==> config.mk <==
export PLATFORM = sky130hd
export DESIGN_NAME = crc32_eth_residual
export DESIGN_NICKNAME = d
export VERILOG_FILES = /design/src/rtl/crc32_eth_pkg.sv /design/src/rtl/crc32_net.sv /design/src/rtl/crc32_fin.sv /design/src/rtl/crc32_eth_residual.sv
export SDC_FILE = /design/constraint.sdc
export NUM_CORES = 1
export LEC_CHECK = 0
export BUFFER_PORTS_ARGS = -buffer_cell sky130_fd_sc_hd__buf_2
export CAP_MARGIN = 10
export CORE_UTILIZATION = 45
export DETAILED_ROUTE_END_ITERATION = 10
export GPL_ROUTABILITY_DRIVEN = 0
export GPL_TIMING_DRIVEN = 0
export SLEW_MARGIN = 30
export SYNTH_ARGS = -nofsm -noshare
export SYNTH_HDL_FRONTEND = slang
export SYNTH_HIERARCHICAL = 1
export SYNTH_SLANG_ARGS = --single-unit
==> constraint.sdc <==
create_clock -name clk_i -period 5.98 [get_ports clk_i]
set_clock_uncertainty 0.1 [all_clocks]
set_input_delay 0.598 -clock clk_i [delete_from_list [all_inputs] [get_ports clk_i]]
set_output_delay 0.598 -clock clk_i [all_outputs]
set_load 0.02 [all_outputs]
==> src/rtl/crc32_eth_pkg.sv <==
package crc32_eth_pkg;
  localparam int CRC_W = 32;
  localparam logic [CRC_W-1:0] POLY = 32'h04C1_1DB7;

  // one byte through the MSB-first shift form; byte is bit-reversed first
  function automatic logic [CRC_W-1:0] byte_step(logic [CRC_W-1:0] s, logic [7:0] b);
    logic [7:0] rev;
    logic fb;
    for (int j = 0; j < 8; j++) rev[j] = b[7-j];
    for (int i = 7; i >= 0; i--) begin
      fb = s[CRC_W-1] ^ rev[i];
      s  = {s[CRC_W-2:0], 1'b0};
      if (fb) s = s ^ POLY;
    end
    return s;
  endfunction
endpackage

==> src/rtl/crc32_net.sv <==
module crc32_net
  import crc32_eth_pkg::*;
#(
  parameter int NB = 4
) (
  input  logic [CRC_W-1:0] state_i,
  input  logic [NB*8-1:0]  data_i,
  output logic [CRC_W-1:0] next_o
);
  always_comb begin
    logic [CRC_W-1:0] s;
    s = state_i;
    for (int k = 0; k < NB; k++) s = byte_step(s, data_i[k*8 +: 8]);
    next_o = s;
  end
endmodule

==> src/rtl/crc32_fin.sv <==
module crc32_fin
  import crc32_eth_pkg::*;
(
  input  logic [CRC_W-1:0] crc_i,
  output logic [CRC_W-1:0] crc_o
);
  for (genvar i = 0; i < CRC_W; i++) begin : g_rev
    assign crc_o[i] = ~crc_i[CRC_W-1-i];
  end
endmodule

==> src/rtl/crc32_eth_residual.sv <==
module crc32_eth_residual
  import crc32_eth_pkg::*;
#(
  parameter int DATA_W = 32,
  localparam int BYTES = DATA_W / 8,
  localparam int CNT_W = $clog2(BYTES)
) (
  input  logic              clk_i,
  input  logic              rst_ni,
  input  logic              sof_i,
  input  logic              valid_i,
  input  logic              eof_i,
  input  logic [CNT_W-1:0]  cnt_i,
  input  logic [DATA_W-1:0] data_i,
  output logic [CRC_W-1:0]  crc_o,
  output logic              done_o
);
  logic [CRC_W-1:0] crc_q, seed, nxt, fin;
  logic [CRC_W-1:0] net_out [BYTES];

  assign seed = sof_i ? '1 : crc_q;

  // one network per possible byte count in the word
  for (genvar k = 1; k <= BYTES; k++) begin : g_net
    crc32_net #(.NB(k)) u_net (
      .state_i(seed),
      .data_i (data_i[k*8-1:0]),
      .next_o (net_out[k-1])
    );
  end

  always_comb begin
    nxt = net_out[BYTES-1];
    for (int k = 1; k < BYTES; k++)
      if (eof_i && cnt_i == CNT_W'(k)) nxt = net_out[k-1];
  end

  crc32_fin u_fin (.crc_i(nxt), .crc_o(fin));

  always_ff @(posedge clk_i or negedge rst_ni) begin
    if (!rst_ni) begin
      crc_q  <= '1;
      crc_o  <= '0;
      done_o <= 1'b0;
    end else begin
      done_o <= valid_i && eof_i;
      if (valid_i) crc_q <= nxt;
      if (valid_i && eof_i) crc_o <= fin;
    end
  end
endmodule

==> out/qor.csv <==
stage,metric,value,unit
run_status,status,"finished, final reports clean",
global_routing,first-pass GRT wire length,57560,µm
timing,# setup viols final,0,
finish,FF+latch area,1667,µm²
clock_tree,Max Root-Sink Buffers,2,
worst_setup_path,Arrival @ worst endpoint,5.99,ns
synth,Mapped Nets,1194,
finish,FILL cells,2517,
routing,Routed Antenna Nets,0,
worst_setup_path,CP max FO,10,
routing,vias per cell,5.401,
routing,DRT iter0 DRCs,684,
floorplanning,Top-Level Pins,72,
placed_design,Port Buf Inserts,67,
synth,ys async rst share,100.0,%
flow_run,max_cap viols,0,
placed_design,Post-DP HPWL,32320,µm
synth,Cell variety after synth,34,
clock_tree,clock slew at reported path FFs,0.07,ns
synth,"EDFF count, synth",0,
synth,warnings from Yosys,6,
finish,layout cells sized above 1,25.26,%
floorplanning,die span in y,168.4,µm
timing,RSZ-0062 raised after global routing,no,
routing,DRT Wirelength,39210,µm
clock_tree,H-Tree Depth,3,
worst_setup_path,RR Startpoint,crc_q[29],
floorplanning,Die Width,168.4,µm
worst_setup_path,kind of critical path,input pin to register,
floorplanning,Die ar.,28350,µm²
global_routing,vias in the first global route,8607,
routing,routed via count,8534,
synth,cell area after synthesis,12460,µm²
timing,Tmin final,5.845,ns
worst_setup_path,Worst Reg-to-Reg Cells,14,
finish,ant diodes,0,
clock_tree,"Setup Fix Bufs, Post-CTS",0,
global_routing,all-layer global routing usage,28.34,%
timing,crit share post-route,97.75,%
synth,#FFs+latches synth,65,
worst_setup_path,Setup crit end kind,register,
timing,fmax,171.1,MHz
finish,area grow syn2layout,9.310,%
floorplanning,Rows,60,
clock_tree,CTS sink cnt,65,
clock_tree,Root Driver,clkbuf_16,
routing,DR pass1 iterations,5,
min_path,path category of the worst min-delay check,input pin to asynchronous set/reset pin,
placed_design,pre-CTS WS,-0.4220,ns
worst_setup_path,worst path required time,6.12,ns
clock_tree,later-pin clock latency in the skew report,0.35,ns
timing,Setup TNS Final,0,ns
routing,DR DRC count,0,
worst_setup_path,CP Launch Type,input pin,
finish,"Cell Count, Final, Fillers Out",1580,
floorplanning,Core Box Area,27030,µm²
finish,area of the multi-input gates,10500,µm²
timing,Slew Limit Fails,0,
finish,Final nets,1273,
worst_setup_path,R2R Path End,crc_o[23],
placed_design,Cells after DPL,1564,
timing,final hold vios,0,
clock_tree,CTS tree,yes,
global_routing,largest net degree at the start of global routing,38,
synth,Post-Synthesis Cells,1155,
global_routing,global route overflow,0,
synth,sequential area share after synthesis,13.38,%
floorplanning,Initial Utilization,46.10,%
timing,relative slew slack,36.89,%
synth,mean area per synthesized cell,10.79,µm²
global_routing,antenna violations before repair,0,
clock_tree,cts bufs inserted,9,
worst_setup_path,R2R setup slack,0.36,ns
routing,WL/cell,24.82,µm
synth,ys flop type,dfrtp_1,
timing,Worst-Margin Slew,0.9400,ns
timing,Final Worst Setup Slack,0.1347,ns
clock_tree,# hold bufs at CTS,0,
-- synth_stat cells (20+ instances only) --
library cell  count  area share [%]
xnor2_1         391              27
xor2_1          105             7.4
nand2b_1         60             3.0
xnor3_1          48             8.7
inv_1            38             1.1
dfrtp_1          33             6.6
a21oi_1          32             1.3
dfstp_2          32             6.7
mux2i_1          32             2.6
nand3_1          32             1.3
nor2_1           32            0.96
nor2b_1          32             1.6
o32a_1           32             2.6
or2_2            32             1.6
or3_1            32             1.6
mux2_2           30             2.7
xnor2_2          30             3.9
xnor3_2          27             5.2
xnor2_4          20             4.4
-- logic make-up (layout without fill, tap and decap cells) --
family          Yosys count  in the layout  synth area share (%)
buf+inv                  76            160                 2.943
xor+xnor                660            660                 63.91
simple gates            226            226                 10.44
mux                      64             64                 5.463
flops                    65             65                 13.38
compound gates           64             64                 3.857
-- stage by stage --
step           instance area (µm²)  hold WS [ns]  util [%]
6_report                     13620        0.1191     50.39
3_5_place_dp                 13260        0.3808     49.06
3_3_place_gp                 13220        0.3791     48.92
4_1_cts                      13570        0.1473     50.22
5_1_grt                      13620        0.1617     50.39
2_1_floorplan                12460        0.2024         -
-- timing repair --
| item | in CTS | in global routing |
|---|---|---|
| pin swaps | 0 | 0 |
| resized for setup | 2 | 7 |
| setup endpoints to repair | 1 | 12 |
-- worst max-delay path by stage --
stage | slack, ns | from | endpoint
floorplan | 0.83 | sof_i | crc_o[23]
CTS | 0.02 | sof_i | crc_o[18]
global route | 0.007 | sof_i | crc_o[23]
global placement | -0.38 | sof_i | crc_o[23]
finish | 0.13 | sof_i | crc_o[23]
detailed placement | -0.42 | sof_i | crc_o[23]
-- worst max-delay path, stage by stage --
cell,delay [ns]
buf_2,0.16
clkbuf_2,0.21
or2_2,0.48
xnor2_2,0.37
xnor3_2,0.54
xnor3_2,0.58
xnor3_2,0.54
xnor3_2,0.52
xnor3_2,0.51
xor3_2,0.29
xnor2_1,0.38
nand2b_1,0.09
a21oi_1,0.22
or3_1,0.16
inv_1,0.04
mux2_1,0.27
-- routing by layer --
layer	share of wire [%]	track usage, %
met1	48	41.43
met4	3.3	9.960
met5	0	0
met3	6.5	4.631
met2	43	41.98
-- cells in the final DEF, fill, tap and decap left out, types with 3 or more instances in the layout --
cell | netlist | routed
xnor3_2 | 27 | 27
mux2_2 | 30 | 30
buf_2 | 14 | 80
or2_2 | 32 | 31
dfstp_2 | 32 | 32
nor2_1 | 32 | 32
xor3_2 | 4 | 4
o32a_1 | 32 | 32
a21oi_1 | 32 | 32
mux2i_1 | 32 | 32
xnor3_1 | 48 | 48
xnor3_4 | 3 | 3
inv_1 | 38 | 38
buf_6 | 8 | 8
or3_1 | 32 | 32
xnor2_1 | 391 | 386
xnor2_4 | 20 | 22
nor2b_1 | 32 | 32
xor2_4 | 4 | 4
nand3_1 | 32 | 32
xor2_1 | 105 | 104
xnor2_2 | 30 | 33
xor2_2 | 14 | 15
clkbuf_16 | 0 | 9
clkbuf_1 | 13 | 12
nand2b_1 | 60 | 60
or2b_1 | 4 | 4
xor3_1 | 12 | 12
dfrtp_1 | 33 | 33
-- state kept, by name, summed over array words and instances (netlist names) --
signal and cells:
crc_o 32, crc_q 32, done_o 1
-- layout make-up --
cell class / count / share of cell area [%]
Buffer: 38 / 1.654
Multi-Input combinational cell: 1014 / 77.07
Sequential cell: 65 / 12.24
Tap cell: 341 / 3.133
Clock inverter: 7 / 0.5788
Inverter: 38 / 1.047
Clock buffer: 9 / 1.654
Timing Repair Buffer: 68 / 2.628
Power is not shown: default switching activity piles up to over one toggle a cycle in this logic, so the estimate is an artifact.
